## config.mk

```make
export PLATFORM = sky130hd
export DESIGN_NAME = clksel_top
export DESIGN_NICKNAME = d
export VERILOG_FILES = /design/src/rtl/clksel_pkg.sv /design/src/rtl/clksel_cfg_reg.sv /design/src/rtl/clksel_fsm.sv /design/src/rtl/clksel_top.sv
export SDC_FILE = /design/constraint.sdc
export NUM_CORES = 1
export LEC_CHECK = 0
export ABC_AREA = 0
export ABC_CLOCK_PERIOD_IN_PS = 3400
export BUFFER_PORTS_ARGS = -buffer_cell sky130_fd_sc_hd__buf_2
export CAP_MARGIN = 0
export CORE_AREA = 4 4 41 43
export CTS_BUF_LIST = sky130_fd_sc_hd__clkbuf_4 sky130_fd_sc_hd__clkbuf_8
export DETAILED_ROUTE_END_ITERATION = 8
export DIE_AREA = 0 0 45 47
export GPL_TIMING_DRIVEN = 0
export PLACE_DENSITY = 0.71
export SLEW_MARGIN = 20
export SYNTH_ARGS = -nofsm -noshare
export SYNTH_HDL_FRONTEND = slang
export SYNTH_HIERARCHICAL = 1
export SYNTH_SLANG_ARGS = --single-unit
```

## constraint.sdc

```tcl
create_clock -name clk -period 3.4 [get_ports clk]
set_clock_uncertainty 0.1 [all_clocks]
set_input_delay 0 -clock clk [delete_from_list [all_inputs] [get_ports clk]]
set_output_delay 0 -clock clk [all_outputs]
set_load 0.02 [all_outputs]
```

## src/rtl/clksel_pkg.sv

```systemverilog
package clksel_pkg;
  localparam int SRC_N = 3;

  typedef enum logic [2:0] {
    ST_MAIN,
    ST_M2P,
    ST_PLL,
    ST_P2M,
    ST_M2S,
    ST_SUB,
    ST_S2M
  } clk_state_t;

  typedef struct packed {
    logic             scm;
    logic             mcm;
    logic [SRC_N-1:0] src;
  } clk_flags_t;

  function automatic clk_flags_t flags_of(clk_state_t s);
    clk_flags_t f;
    unique case (s)
      ST_MAIN, ST_M2P, ST_M2S: f = '{scm: 1'b1, mcm: 1'b1, src: 3'b001};
      ST_PLL,  ST_P2M:         f = '{scm: 1'b1, mcm: 1'b0, src: 3'b100};
      ST_SUB:                  f = '{scm: 1'b0, mcm: 1'b1, src: 3'b010};
      ST_S2M:                  f = '{scm: 1'b1, mcm: 1'b1, src: 3'b010};
      default:                 f = '{scm: 1'b1, mcm: 1'b1, src: 3'b001};
    endcase
    return f;
  endfunction
endpackage

```

## src/rtl/clksel_cfg_reg.sv

```systemverilog
module clksel_cfg_reg (
  input  logic clk,
  input  logic rst,
  input  logic rst_keep,
  input  logic we,
  input  logic mcs_d,
  input  logic scs_d,
  output logic mcs_q,
  output logic scs_q
);
  logic started;

  always_ff @(posedge clk) begin
    if (rst) begin
      if (!rst_keep) begin
        mcs_q <= 1'b1;
        scs_q <= 1'b1;
      end
    end else if (we) begin
      mcs_q <= mcs_d;
      scs_q <= scs_d;
    end
  end

  always_ff @(posedge clk) started <= 1'b1;

  // a keep-type reset preserves both bits
  a_r2_keep_bits: assert property (@(posedge clk)
    (started && rst && rst_keep) |=> ($stable(mcs_q) && $stable(scs_q)))
    else $error("a_r2_keep_bits");

  // a full reset sets both bits
  a_r1_full_bits: assert property (@(posedge clk)
    (started && rst && !rst_keep) |=> (mcs_q && scs_q))
    else $error("a_r1_full_bits");
endmodule

```

## src/rtl/clksel_fsm.sv

```systemverilog
module clksel_fsm
  import clksel_pkg::*;
#(
  parameter int MUL_W = 2
) (
  input  logic                   clk,
  input  logic                   rst,
  input  logic                   mcs,
  input  logic                   scs,
  input  logic [MUL_W-1:0]       mul_sel,
  input  logic                   pll_stab,
  input  logic                   main_stab,
  input  logic                   sync_tick,
  output logic                   scm,
  output logic                   mcm,
  output logic [SRC_N-1:0]       src_sel,
  output logic [MUL_W-1:0]       mul_code
);
  clk_state_t state, state_nx;
  clk_flags_t flags_nx;

  always_comb begin
    state_nx = state;
    unique case (state)
      ST_MAIN: begin
        if (!scs)      state_nx = ST_M2S;
        else if (!mcs) state_nx = ST_M2P;
      end
      ST_M2P:  if (pll_stab)  state_nx = ST_PLL;
      ST_PLL:  if (mcs || !scs) state_nx = ST_P2M;
      ST_P2M:  if (sync_tick) state_nx = scs ? ST_MAIN : ST_M2S;
      ST_M2S:  if (sync_tick) state_nx = ST_SUB;
      ST_SUB:  if (scs)       state_nx = ST_S2M;
      ST_S2M:  if (main_stab) state_nx = mcs ? ST_MAIN : ST_M2P;
      default: state_nx = ST_MAIN;
    endcase
  end

  assign flags_nx = flags_of(state_nx);

  // state and flags registered on the same edge
  always_ff @(posedge clk) begin
    if (rst) begin
      state    <= ST_MAIN;
      scm      <= 1'b1;
      mcm      <= 1'b1;
      src_sel  <= 3'b001;
      mul_code <= '0;
    end else begin
      state   <= state_nx;
      scm     <= flags_nx.scm;
      mcm     <= flags_nx.mcm;
      src_sel <= flags_nx.src;
      if (state == ST_M2P && pll_stab) mul_code <= mul_sel;
    end
  end

  // exactly one source selected
  a_r11_src_onehot: assert property (@(posedge clk) disable iff (rst)
    $onehot(src_sel))
    else $error("a_r11_src_onehot");

  // PLL as source implies mcm low
  a_r4_pll_mcm: assert property (@(posedge clk) disable iff (rst)
    src_sel[2] |-> (!mcm && scm))
    else $error("a_r4_pll_mcm");

  // multiplier code held while PLL remains selected
  a_r5_mul_hold: assert property (@(posedge clk) disable iff (rst)
    (state == ST_PLL) |=> $stable(mul_code))
    else $error("a_r5_mul_hold");

  // strobes do not move a settled main state
  a_r10_main_idle: assert property (@(posedge clk) disable iff (rst)
    (state == ST_MAIN && mcs && scs) |=> (state == ST_MAIN))
    else $error("a_r10_main_idle");

  // PLL-to-main waits for the synchronization strobe
  a_r7_p2m_wait: assert property (@(posedge clk) disable iff (rst)
    (state == ST_P2M && !sync_tick) |=> (state == ST_P2M))
    else $error("a_r7_p2m_wait");

  // scm low only with the sub clock selected
  a_r8_sub_flag: assert property (@(posedge clk) disable iff (rst)
    !scm |-> (src_sel[1] && mcm))
    else $error("a_r8_sub_flag");
endmodule

```

## src/rtl/clksel_top.sv

```systemverilog
module clksel_top
  import clksel_pkg::*;
#(
  parameter int MUL_W = 2
) (
  input  logic             clk,
  input  logic             rst,
  input  logic             rst_keep,
  input  logic             cfg_we,
  input  logic             cfg_mcs,
  input  logic             cfg_scs,
  input  logic [MUL_W-1:0] mul_sel,
  input  logic             pll_stab_done,
  input  logic             main_stab_done,
  input  logic             sync_tick,
  output logic             mcs_q,
  output logic             scs_q,
  output logic             scm,
  output logic             mcm,
  output logic [SRC_N-1:0] src_sel,
  output logic [MUL_W-1:0] mul_code
);
  clksel_cfg_reg u_cfg (
    .clk      (clk),
    .rst      (rst),
    .rst_keep (rst_keep),
    .we       (cfg_we),
    .mcs_d    (cfg_mcs),
    .scs_d    (cfg_scs),
    .mcs_q    (mcs_q),
    .scs_q    (scs_q)
  );

  clksel_fsm #(.MUL_W(MUL_W)) u_fsm (
    .clk       (clk),
    .rst       (rst),
    .mcs       (mcs_q),
    .scs       (scs_q),
    .mul_sel   (mul_sel),
    .pll_stab  (pll_stab_done),
    .main_stab (main_stab_done),
    .sync_tick (sync_tick),
    .scm       (scm),
    .mcm       (mcm),
    .src_sel   (src_sel),
    .mul_code  (mul_code)
  );
endmodule

```

== After elaboration in Yosys (flattened, before gate mapping) ==
Index checks and enable logic that the tools add are counted.
Storage, ports and cells
  logic and storage cells: 42
  register bits: 12
  output and inout port bits: 9
Operators by class
  equality and inequality tests: 11
  muxes and demuxes: 17
  reduce and logical (&&, ||, !) cells: 7
Operators by type and width (count)
  $mux W3: 9
  $pmux W3 S7: 1
  $eq A3 B3 Y1 const B: 5
  $pmux W5 S3: 1
  $eq A3 B2 Y1 const B: 4
  $mux W1: 6
  $eq A3 B1 Y1 const B: 1
  $logic_not A3 Y1: 1
  $ne A2 B2 Y1 const B: 1
  $reduce_and A2 Y1: 1
  $reduce_bool A2 Y1: 1
  $reduce_or A2 Y1: 1
  $logic_and A1 B1 Y1: 1
  $logic_not A1 Y1: 1
  $logic_or A1 B1 Y1: 1

== Longest topological paths before layout ==
Gate-level depths: netlist (run 1).
  word-level depth: 7
  gate-level depth with buffers: 6
  mapped depth without buffers: 5

== By module ==
The synthesis (run 1) kept the hierarchy.
Modules (own cells, without submodules)
  clksel_fsm: instances 1, area an instance 491.7 µm², seq. area each 200.2 µm², cells each 54
  clksel_cfg_reg: instances 1, area an instance 86.3 µm², seq. area each 60.1 µm², cells each 6

== Least setup slack after synthesis (run 1) ==
Ideal clock, no wire load.
  kind: reg2reg
  start point: register u_cfg.scs_q
  end point: register u_fsm.src_sel[0]
  arrival: 1.317 ns
  setup time: 0.115 ns
  data required time: 3.185 ns
  cell stages (with the launch flop): 5
  setup slack: 1.868 ns
  period minus slack after synthesis: 1.532 ns
  cell sequence: edfxtp_1 > or3b_1 > a21oi_2 > o31ai_2 > o21a_1
On the way
  longest elaborated chain between the ends: 7
  elaborated cells between the ends (all ways): 14
  those cells by class: eq/ne (4); mux (7); reduce/logical (3)
RTL lines
  from (decl): RTL line clksel_cfg_reg.sv:9  | output logic scs_q
  from (signal assigned): RTL line clksel_cfg_reg.sv:21  | scs_q <= scs_d;
  $logic_not A1 Y1: RTL line clksel_fsm.sv:30  | ST_PLL: if (mcs || !scs) state_nx = ST_P2M;
  $logic_or A1 B1 Y1: RTL line clksel_fsm.sv:30
  $mux W3: RTL line clksel_fsm.sv:30
  $pmux W3 S7 *: RTL line clksel_fsm.sv:24  | unique case (state)
  $eq A3 B2 Y1: RTL line clksel_pkg.sv:22  | unique case (s)
  $reduce_or A2 Y1: RTL line clksel_pkg.sv:22
  $pmux W5 S3 *: RTL line clksel_pkg.sv:22
  to (signal assigned): RTL line clksel_fsm.sv:53  | src_sel <= flags_nx.src;
  to (decl): RTL line clksel_fsm.sv:16  | output logic [SRC_N-1:0] src_sel,
Every way passes the cells marked *; elsewhere a longest branch is shown, timed or not.
A chain may end at the register's enable or synchronous reset.

== Worst setup path in the final report (run 1) ==
  start point: register u_fsm.state[1]
  end point: register u_fsm.mul_code[1]
On the way
  longest elaborated chain between the ends: 2
RTL lines
  from (decl): RTL line clksel_fsm.sv:19  | clk_state_t state, state_nx;
  from (signal assigned): RTL line clksel_fsm.sv:50  | state <= state_nx;
  $eq A3 B1 Y1: RTL line clksel_fsm.sv:54  | if (state == ST_M2P && pll_stab) mul_code <= mul_sel;
  $logic_and A1 B1 Y1: RTL line clksel_fsm.sv:54
  to (signal assigned): RTL line clksel_fsm.sv:54
  to (decl): RTL line clksel_fsm.sv:17  | output logic [MUL_W-1:0] mul_code
Every way passes these cells.

==> implementation parameters, run 1 <==
Parameter                              Value

Setup path
  Critical path peak fanout ... 10
  Worst Path Class, Setup ... flip-flop to flip-flop
  Arrival time of the worst setup path ... 1.92 ns
  Reg-to-reg critical path startpoint ... u_fsm/state[1]
  CP peak stage delay ... 0.57 ns
  CP max-delay cell ... sky130_fd_sc_hd__dlygate4sd3_1
  Chain of cells forming the critical path ... buf_2, nand2b_1, nor2_1, nand2_1, a21oi_1, dlygate4sd3_1
  Family with the most delay on the worst path ... buffers and inverters
  Kind of capture point of the worst setup path ... flip-flop
  Bufs and invs on worst path ... 2
  Sort of element at the start of the critical path ... flip-flop
  Length in cells of the worst reg-to-reg path ... 6
  Data required time at the worst endpoint ... 3.52 ns
  Critical R2R Capture ... u_fsm/mul_code[1]
  R2r setup slk ... 1.59 ns

Clock tree
  Post-cts gate resize count ... 0
  Total CTS buffers ... 3
  CTS sink cnt ... 12
  Worst-case clock buffer depth ... 2
  Clock transition at the register clock pins on the worst setup and hold paths after CTS ... 0.08 ns
  Root buffer selected by CTS ... sky130_fd_sc_hd__clkbuf_4
  TritonCTS clock tree ... done
  H-Tree Depth ... 1
  Setup repair bufs after CTS ... 0
  Insertion delay of the later-clocked pin in the worst-skew pair ... 0.27 ns

Yosys
  Top cells by area, synth ... sky130_fd_sc_hd__dfxtp_1, sky130_fd_sc_hd__edfxtp_1, sky130_fd_sc_hd__nand2b_1, sky130_fd_sc_hd__a21oi_1, sky130_fd_sc_hd__o21ai_1
  Simple-gate area share of the yosys netlist ... 20.8%
  Unique cell type count in the Yosys netlist ... 32
  Warnings, synthesis ... 6
  Dominant cell by count in the synthesized netlist ... sky130_fd_sc_hd__dfxtp_1
  Fraction of synthesized cell area taken by the top area cell type ... 34.6%
  Post-synth EDFFs ... 2
  Fraction of the yosys area taken by sequential cells ... 45.0%
  Combinational family with the most area after synthesis ... compound AO/OA/AOI/OAI gates
  Fraction of synthesized cell area in xor and xnor cells ... 0%
  Post-Syn Instances ... 60
  Cell accounting for the most synthesized area ... sky130_fd_sc_hd__dfxtp_1
  Synthesized cell area ... 578 um2
  Post-synthesis async set-or-reset flop share ... 0%
  Share of synthesized cell area in full adder, half adder and majority cells ... 0%
  Number of synthesized register bits ... 12
  Leading post-synthesis cells by instance count ... sky130_fd_sc_hd__dfxtp_1, sky130_fd_sc_hd__a21oi_1, sky130_fd_sc_hd__nand2b_1
  Multiplexer area fraction after synthesis ... 3.68%
  Synthesized netlist net count ... 71
  Average size of a mapped cell ... 9.63 um2
  Most instantiated flip-flop cell in the synthesis netlist ... sky130_fd_sc_hd__dfxtp_1
  Synth Area in Compound Gates ... 25.1%

Floorplan
  Number of top-level pins ... 20
  Total Die Area ... 2120 um2
  Placeable core region ... 1300 um2
  Num rows ... 13
  Die boundary width ... 45 um
  Initial core utilization ... 44.4%
  Die Y-Extent ... 47 um

Flow run
  Number of maximum-capacitance violations ... 0

STA
  RSZ-0062 raised after global routing ... false
  Count of final max-slew check failures ... 0
  Sum of negative setup slack ... 0 ns
  Number of setup violations in the final report ... 0
  Min Clock Period, post-route ... 1.81 ns
  Final critical-path share of the clock period ... 53.1%
  Achievable Freq ... 554 MHz
  Final hold vios ... 0
  Headroom to the max-slew limit ... 76.6%
  Worst-Margin Slew ... 0.350 ns

Worst hold path
  Worst hold endpoint ... u_cfg/scs_q
  Worst min path class ... input pin to flip-flop
  Cell depth of the worst hold path ... 3
  Startpoint of the lowest-slack hold path ... cfg_we

Finish
  Fill cell total of the finished layout ... 115
  Area taken by multi-input logic gates ... 287 um2
  Number of diodes ... 0
  Area taken by flip-flops and latches ... 260 um2
  Ratio of cells with drive above 1 in the final layout ... 36.3%
  Final Net Count ... 103
  Core occupancy in the finished layout ... 61.6%
  Area growth from synthesis to final layout ... 38.7%

Detailed routing
  Pre-Repair DR Iteration Count ... 4
  Vias after detailed routing ... 543
  Detailed-route wire length ... 1320 um
  Total DRC errors in the routed layout ... 0
  Number of vias per cell ... 5.12
  Detail-routed net length per standard cell ... 12.5 um
  Violation count after the first detailed-route iteration ... 9
  Count of nets left with antenna violations after detail routing ... 0

Pwr
  Sw power ... 0.147 mW
  Cell internal power dissipation ... 0.289 mW
  Combinational share of power ... 35.4%
  Total power per unit cell area ... 544 nW/um2
  Sequential Power Share ... 42.2%
  Post-layout total power ... 0.436 mW
  Switching share of power ... 33.7%
  Leakage ... 0.353 nW
  Peak supply drop ... 0.306 mV
  Share of power burned in the clock network ... 22.4%

Global route
  Total global routing overflow ... 0
  Aggregate global-route resource usage ... 15.7%
  Met3 Track Usage GR ... 5.36%
  Met2 Resource Use GR ... 24.0%
  Layer carrying the most global-route usage ... met2
  Via count of the first global-routing pass ... 509
  Initial antenna violation count ... 0
  Met1 Usage GRT ... 19.3%
  First-pass GRT wire length ... 2310 um
  Maximum number of pins on one net before global-route repair ... 11

Placed design
  Last weighted congestion value of the routability-driven placer ... 0.775
  Final HPWL DP ... 878 um
  IO Port Bufs ... 19

Status
  Result of the run ... complete, no violations
-- timing repair --
item	in CTS	in global routing
endpoints found under the setup margin	0	0
endpoints found under the hold margin	7	0
hold buffers	8	0
-- how the worst max path moves through the flow --
stage                              start                 to  slack [ns]  depth (start not counted)
after floorplan              u_cfg/scs_q   u_fsm/src_sel[0]        1.87                          4
after global placement       u_cfg/scs_q   u_fsm/src_sel[0]        1.92                          4
after detailed placement  u_fsm/state[2]   u_fsm/src_sel[0]        1.90                          5
after CTS                 u_fsm/state[1]  u_fsm/mul_code[0]        1.66                          6
after global routing      u_fsm/state[1]  u_fsm/mul_code[1]        1.49                          6
final                     u_fsm/state[1]  u_fsm/mul_code[1]        1.59                          6
-- metal layers --
metal,share of wire [%],wire [um],vias up
met5,0,0,-
met4,0.91,12,0
met3,6.1,80,2
met2,48,635,15
met1,45,592,250
li1,-,-,276
-- worst reg2reg max path, cell delays in order, from the launching register on --
cell	delay [ns]
sky130_fd_sc_hd__dfxtp_1	0.32
sky130_fd_sc_hd__buf_2	0.18
sky130_fd_sc_hd__nand2b_1	0.22
sky130_fd_sc_hd__nor2_1	0.15
sky130_fd_sc_hd__nand2_1	0.07
sky130_fd_sc_hd__a21oi_1	0.14
sky130_fd_sc_hd__dlygate4sd3_1	0.57
-- power groups by stage --
stage / clock network, mW / registers, mW / logic (mW)
after floorplan: 0 / 0.206 / 0.0870
after global placement: 0 / 0.186 / 0.144
after detailed placement: 0 / 0.187 / 0.145
after CTS: 0.104 / 0.184 / 0.153
after global routing: 0.113 / 0.187 / 0.169
final: 0.0978 / 0.184 / 0.155
-- cells by family (layout without fill, tap and decap cells) --
logic type / Yosys count / after routing
simple gates: 21 / 21
compound gates: 19 / 19
flops: 12 / 12
buf+inv: 6 / 37
mux: 2 / 2
-- registers in the layout (all words and copies together), names as in the netlist --
name	count
u_fsm/scm	1
u_cfg/scs_q	1
u_fsm/mcm	1
u_fsm/mul_code	2
u_fsm/state	3
u_fsm/src_sel	3
u_cfg/mcs_q	1
-- layout by cell type (no fill, tap or decap), drive strengths merged, types with 2 or more instances in the layout --
master and count:
nand2b 6, nor2b 2, dlygate4sd3 8, edfxtp 2
a21oi 6, nand2 4, or2 3, clkbuf 4
o21ai 4, buf 21, dfxtp 10, nor2 2
inv 4
-- final cells by class --
class | instances | share of cell area, %
clock buffers | 4 | 3.74
flip-flops and latches | 12 | 32.4
inverters | 4 | 1.87
plain buffers | 2 | 2.03
multi-input cells | 42 | 35.7
repair buffers | 27 | 21.8
well taps | 15 | 2.34
-- stage by stage --
step	hold WS, ns	setup WS, ns	instance area, um2	cells
3_3_place_gp	0.143	1.92	692	94
6_report	0.0234	1.59	802	106
5_1_grt	0.0557	1.49	802	106
3_5_place_dp	0.152	1.90	692	94
2_1_floorplan	-0.0309	1.87	578	60
4_1_cts	0.00683	1.66	802	106
No activity file was read; power rests on OpenSTA's default activity.
==> inputs of run 2 (changes only) <==
--- a/config.mk
+++ b/config.mk
@@ -6,7 +6,7 @@
 export NUM_CORES = 1
 export LEC_CHECK = 0
 export ABC_AREA = 0
-export ABC_CLOCK_PERIOD_IN_PS = 3400
+export ABC_CLOCK_PERIOD_IN_PS = 1900
 export BUFFER_PORTS_ARGS = -buffer_cell sky130_fd_sc_hd__buf_2
 export CAP_MARGIN = 0
 export CORE_AREA = 4 4 41 43
==> constraint.sdc (replaced) <==
create_clock -name clk -period 1.9 [get_ports clk]
set_clock_uncertainty 0.1 [all_clocks]
set_input_delay 0 -clock clk [delete_from_list [all_inputs] [get_ports clk]]
set_output_delay 0 -clock clk [all_outputs]
set_load 0.02 [all_outputs]
==> implementation parameters, run 2 (same netlist as run 1, synthesis figures left out) <==
Parameter                              Value

Clock tree
  Clock transition at the register clock pins on the worst setup and hold paths after CTS ... 0.08 ns (about the same)
  TritonCTS clock tree ... done
  Root buffer selected by CTS ... sky130_fd_sc_hd__clkbuf_4
  Setup repair bufs after CTS ... 0 (unchanged)
  Worst-case clock buffer depth ... 2 (unchanged)
  Insertion delay of the later-clocked pin in the worst-skew pair ... 0.27 ns (about the same)
  H-Tree Depth ... 1 (unchanged)
  CTS sink cnt ... 12 (unchanged)
  Total CTS buffers ... 3 (unchanged)

STA
  Achievable Freq ... 544 MHz (-1.8%)
  Number of setup violations in the final report ... 0 (unchanged)
  Final worst setup slack ... 0.0612 ns (-1.53 ns)
  Final hold vios ... 0 (unchanged)
  Min Clock Period, post-route ... 1.84 ns (+0.0322 ns)
  Worst-Margin Slew ... 0.341 ns (-0.00828 ns)
  Worst hold margin ... 0.0234 ns (-0.0000292 ns)
  Headroom to the max-slew limit ... 77.1% (+0.56 points)
  Count of final max-slew check failures ... 0 (unchanged)
  Final critical-path share of the clock period ... 96.8% (+44 points)

Finish
  Top flop regs ... u_fsm/src_sel: 3 flops, u_fsm/state: 3 flops, u_fsm/mul_code: 2 flops
  Final Net Count ... 103 (unchanged)
  Fill cell total of the finished layout ... 115 (unchanged)
  Ratio of cells with drive above 1 in the final layout ... 37.4% (+1.1 points)
  Most frequent cells in the layout ... sky130_fd_sc_hd__buf_2, sky130_fd_sc_hd__dfxtp_1, sky130_fd_sc_hd__dlygate4sd3_1
  Number of diodes ... 0 (unchanged)
  Area growth from synthesis to final layout ... 39.2%
  Most frequent standard cell in the layout excluding fill and tap cells ... sky130_fd_sc_hd__buf_2

Floorplan
  Num rows ... 13 (unchanged)
  Die boundary width ... 45 um (unchanged)
  Die Y-Extent ... 47 um (unchanged)
  Number of top-level pins ... 20 (unchanged)
  Initial core utilization ... 44.4% (unchanged)
  Total Die Area ... 2120 um2 (unchanged)
  Placeable core region ... 1300 um2 (unchanged)

Global route
  Via count of the first global-routing pass ... 509 (unchanged)
  Maximum number of pins on one net before global-route repair ... 11 (unchanged)
  First-pass GRT wire length ... 2310 um (unchanged)
  Initial antenna violation count ... 0 (unchanged)
  Total global routing overflow ... 0 (unchanged)
  Aggregate global-route resource usage ... 15.7% (unchanged)

Setup path
  Arrival time of the worst setup path ... 1.96 ns (+0.04 ns)
  Worst Path Class, Setup ... flip-flop to flip-flop
  Critical path peak fanout ... 10 (unchanged)
  Kind of capture point of the worst setup path ... flip-flop
  Sort of element at the start of the critical path ... flip-flop
  Data required time at the worst endpoint ... 2.02 ns (-1.50 ns)

Placed design
  IO Port Bufs ... 19 (unchanged)
  Final HPWL DP ... 878 um (unchanged)
  Pre-CTS setup slack ... 0.395 ns (-1.50 ns)
  Last weighted congestion value of the routability-driven placer ... 0.775 (unchanged)

Pwr
  Post-layout total power ... 0.785 mW (+80%)
  Leakage ... 0.352 nW (about the same)
  Total power per unit cell area ... 975 nW/um2 (+79%)
  Peak supply drop ... 0.540 mV (+76%)

Detailed routing
  Count of nets left with antenna violations after detail routing ... 0 (unchanged)
  Number of vias per cell ... 5.20 (+1.5%)
  Pre-Repair DR Iteration Count ... 4 (unchanged)
  Detail-routed net length per standard cell ... 12.9 um (+3.5%)
  Vias after detailed routing ... 551 (+1.5%)
  Total DRC errors in the routed layout ... 0 (unchanged)
  Violation count after the first detailed-route iteration ... 7 (-2)
  Detailed-route wire length ... 1370 um (+3.5%)

Flow run
  Number of maximum-capacitance violations ... 0 (unchanged)

Status
  Result of the run ... complete, no violations

Worst hold path
  Worst min path class ... input pin to flip-flop
[run 2: per-stage QoR]
step	cell area (um2)	utilization, %	cells	setup TNS, ns
after detailed placement	692	53.2	94	0
after floorplan	578	-	60	0
after global routing	805	61.8	106	-0.0475
after global placement	692	53.2	94	0
final	805	61.8	106	0
after CTS	802	61.6	106	0
[run 2: layout make-up]
class                      instances  area (um2)  area share [%]
clock buffer                       4        30.0            3.73
timing repair buffer              27         175            21.8
buffer                             2        16.3            2.02
inverter                           4        15.0            1.87
sequential                        12         260            32.3
multi-input combinational         42         289            35.9
tap                               15        18.8            2.33
[run 2: path summary, 6_finish.rpt]
kind,start,endpoint,slack (ns),cells after the start
worst min register to register,u_fsm/state[2],u_fsm/state[0],0.48,2
worst max register to register,u_fsm/state[1],u_fsm/mul_code[1],0.06,6
worst min-delay path,cfg_we,u_cfg/scs_q,0.02,3
worst max-delay path,u_fsm/state[1],u_fsm/mul_code[1],0.06,6
[run 2: worst max-delay path, stage by stage, from the launching register on]
cell,delay (ns)
sky130_fd_sc_hd__dfxtp_1,0.32
sky130_fd_sc_hd__buf_2,0.18
sky130_fd_sc_hd__nand2b_1,0.24
sky130_fd_sc_hd__nor2_2,0.15
sky130_fd_sc_hd__nand2_1,0.07
sky130_fd_sc_hd__a21oi_1,0.14
sky130_fd_sc_hd__dlygate4sd3_1,0.57
[run 2: power by group]
group	leakage [nW]	switching (mW)	internal [mW]	total, mW
Sequential	0.102	0.0278	0.301	0.329
Combinational	0.232	0.159	0.122	0.280
Clock	0.0184	0.0796	0.0955	0.175
[run 2: repair_timing]
action | 4_1_cts | 5_1_grt
resized for setup | 0 | 1
hold buffers | 8 | 0
endpoints found under the setup margin | 0 | 2
endpoints found under the hold margin | 7 | 0
[run 2: routing by layer]
metal / track usage (%) / part of all wire (%) / vias up
li1: - / - / 276
met1: 19.3 / 40 / 246
met2: 24.0 / 49 / 25
met3: 5.36 / 8.8 / 4
met4: 8.77 / 1.2 / 0
met5: 0 / 0 / -
==> inputs of run 3 (changes only) <==
--- a/config.mk
+++ b/config.mk
@@ -14,7 +14,7 @@
 export DETAILED_ROUTE_END_ITERATION = 8
 export DIE_AREA = 0 0 45 47
 export GPL_TIMING_DRIVEN = 0
-export PLACE_DENSITY = 0.71
+export PLACE_DENSITY = 0.67
 export SLEW_MARGIN = 20
 export SYNTH_ARGS = -nofsm -noshare
 export SYNTH_HDL_FRONTEND = slang
==> implementation parameters, run 3 (same netlist as run 1, synthesis figures left out) <==
Parameter                              Value

Status
  Result of the run ... complete, no violations

Pwr
  Switching share of power ... 33.6% (-0.27 points)
  Total power per unit cell area ... 1000 nW/um2 (+3.0%)
  Combinational share of power ... 34.2% (-1.5 points)
  Post-layout total power ... 0.812 mW (+3.5%)
  Sw power ... 0.273 mW (+2.6%)
  Peak supply drop ... 0.507 mV (-6.0%)
  Leakage ... 0.355 nW (+0.80%)
  Share of power burned in the clock network ... 25.2% (+2.9 points)
  Sequential Power Share ... 40.7% (-1.3 points)
  Cell internal power dissipation ... 0.539 mW (+3.9%)

Clock tree
  Root buffer selected by CTS ... sky130_fd_sc_hd__clkbuf_4
  CTS sink cnt ... 12 (unchanged)
  Clock transition at the register clock pins on the worst setup and hold paths after CTS ... 0.08 ns (about the same)
  Post-cts gate resize count ... 0 (unchanged)
  Total CTS buffers ... 3 (unchanged)
  Hold Buf Count CTS ... 8 (unchanged)
  H-Tree Depth ... 1 (unchanged)
  Insertion delay of the later-clocked pin in the worst-skew pair ... 0.27 ns (about the same)
  TritonCTS clock tree ... done
  Worst-case clock buffer depth ... 2 (unchanged)
  Setup repair bufs after CTS ... 0 (unchanged)

Detailed routing
  Total DRC errors in the routed layout ... 0 (unchanged)
  Vias after detailed routing ... 557 (+1.1%)
  Detailed-route wire length ... 1330 um (-2.4%)
  Detail-routed net length per standard cell ... 12.6 um (-2.4%)
  Pre-Repair DR Iteration Count ... 4 (unchanged)
  Number of vias per cell ... 5.25 (+1.1%)
  Violation count after the first detailed-route iteration ... 18 (+11)
  Count of nets left with antenna violations after detail routing ... 0 (unchanged)

Floorplan
  Initial core utilization ... 44.4% (unchanged)
  Placeable core region ... 1300 um2 (unchanged)
  Number of top-level pins ... 20 (unchanged)
  Total Die Area ... 2120 um2 (unchanged)
  Num rows ... 13 (unchanged)
  Die boundary width ... 45 um (unchanged)
  Die Y-Extent ... 47 um (unchanged)

Finish
  Ratio of cells with drive above 1 in the final layout ... 36.3% (-1.1 points)
  Most frequent cells in the layout ... sky130_fd_sc_hd__buf_2, sky130_fd_sc_hd__dfxtp_1, sky130_fd_sc_hd__dlygate4sd3_1
  Number of diodes ... 0 (unchanged)
  Final Net Count ... 103 (unchanged)
  Most frequent standard cell in the layout excluding fill and tap cells ... sky130_fd_sc_hd__buf_2
  Top flop regs ... u_fsm/src_sel: 3 flops, u_fsm/state: 3 flops, u_fsm/mul_code: 2 flops
  Final non-filler cell total ... 106 (unchanged)
  Area growth from synthesis to final layout ... 39.8%

STA
  Min Clock Period, post-route ... 1.72 ns (-0.118 ns)
  Final hold vios ... 0 (unchanged)
  Sum of negative setup slack ... 0 ns (unchanged)
  Worst hold margin ... 0.0382 ns (+0.0149 ns)
  Number of setup violations in the final report ... 0 (unchanged)
  Worst-Margin Slew ... 0.446 ns (+0.104 ns)
  Final critical-path share of the clock period ... 90.6% (-6.2 points)
  RSZ-0062 raised after global routing ... false
  Achievable Freq ... 581 MHz (+6.8%)
  Count of final max-slew check failures ... 0 (unchanged)
  Headroom to the max-slew limit ... 70.1% (-7.0 points)

Global route
  Layer carrying the most global-route usage ... met2
  Met2 Resource Use GR ... 22.0% (-2.0 points)
  Maximum number of pins on one net before global-route repair ... 11 (unchanged)
  Via count of the first global-routing pass ... 498 (-2.2%)
  Met3 Track Usage GR ... 4.60% (-0.77 points)
  First-pass GRT wire length ... 2160 um (-6.6%)
  Aggregate global-route resource usage ... 15.0% (-0.70 points)
  Met1 Usage GRT ... 17.7% (-1.6 points)
  Initial antenna violation count ... 0 (unchanged)
  Total global routing overflow ... 0 (unchanged)

Setup path
  Worst Path Class, Setup ... flip-flop to flip-flop
  Sort of element at the start of the critical path ... flip-flop
  Critical path peak fanout ... 10 (unchanged)
  Arrival time of the worst setup path ... 1.84 ns (-0.12 ns)
  Data required time at the worst endpoint ... 2.02 ns (about the same)
  Kind of capture point of the worst setup path ... flip-flop

Placed design
  Final HPWL DP ... 886 um (+0.83%)
  Last weighted congestion value of the routability-driven placer ... 0.721 (-6.9%)
  IO Port Bufs ... 19 (unchanged)
  Cell count after placement ... 94 (unchanged)

Flow run
  Number of maximum-capacitance violations ... 0 (unchanged)

Worst hold path
  Worst min path class ... input pin to flip-flop
[run 3: final timing paths]
kind	slack [ns]	depth (start not counted)	startpoint	end
max	0.18	6	u_fsm/state[1]	u_fsm/mul_code[1]
min	0.04	3	cfg_we	u_cfg/mcs_q
max reg2reg	0.18	6	u_fsm/state[1]	u_fsm/mul_code[1]
min reg2reg	0.49	2	u_fsm/state[2]	u_fsm/state[0]
[run 3: per-stage QoR]
stage | setup slack, ns | utilization (%) | instance area [um2]
floorplan | 0.368 | - | 578
global placement | 0.405 | 53.2 | 692
detailed placement | 0.403 | 53.2 | 692
CTS | 0.187 | 62.1 | 808
global route | 0.0172 | 62.1 | 808
finish | 0.179 | 62.1 | 808
[run 3: worst max-delay path, cell delays in order, from the launching register on]
cell and delay, ns:
sky130_fd_sc_hd__dfxtp_1 0.32, sky130_fd_sc_hd__buf_2 0.18, sky130_fd_sc_hd__nand2b_1 0.20, sky130_fd_sc_hd__nor2_1 0.14, sky130_fd_sc_hd__nand2_1 0.07, sky130_fd_sc_hd__a21oi_1 0.11, sky130_fd_sc_hd__dlygate4sd3_1 0.55
[run 3: metal layers]
layer  vias up  part of all wire (%)  wire length (um)
met1       258                    44               588
met2        19                    48               645
met5         -                     0                 0
li1        276                     -                 -
met4         0                   2.7                36
met3         4                   4.7                63
[run 3: power by group through the flow]
| stage | logic (mW) | clock network [mW] | registers (mW) |
|---|---|---|---|
| global placement | 0.259 | 0 | 0.334 |
| floorplan | 0.156 | 0 | 0.369 |
| finish | 0.278 | 0.204 | 0.330 |
| detailed placement | 0.261 | 0 | 0.336 |
| CTS | 0.275 | 0.216 | 0.330 |
| global route | 0.305 | 0.227 | 0.335 |
[run 3: area by class of cell]
class	instances	area (um2)
multi-input cells	42	287
plain buffers	2	16.3
fillers	123	493
repair buffers	27	175
clock buffers	4	36.3
inverters	4	15.0
well taps	15	18.8
flip-flops and latches	12	260
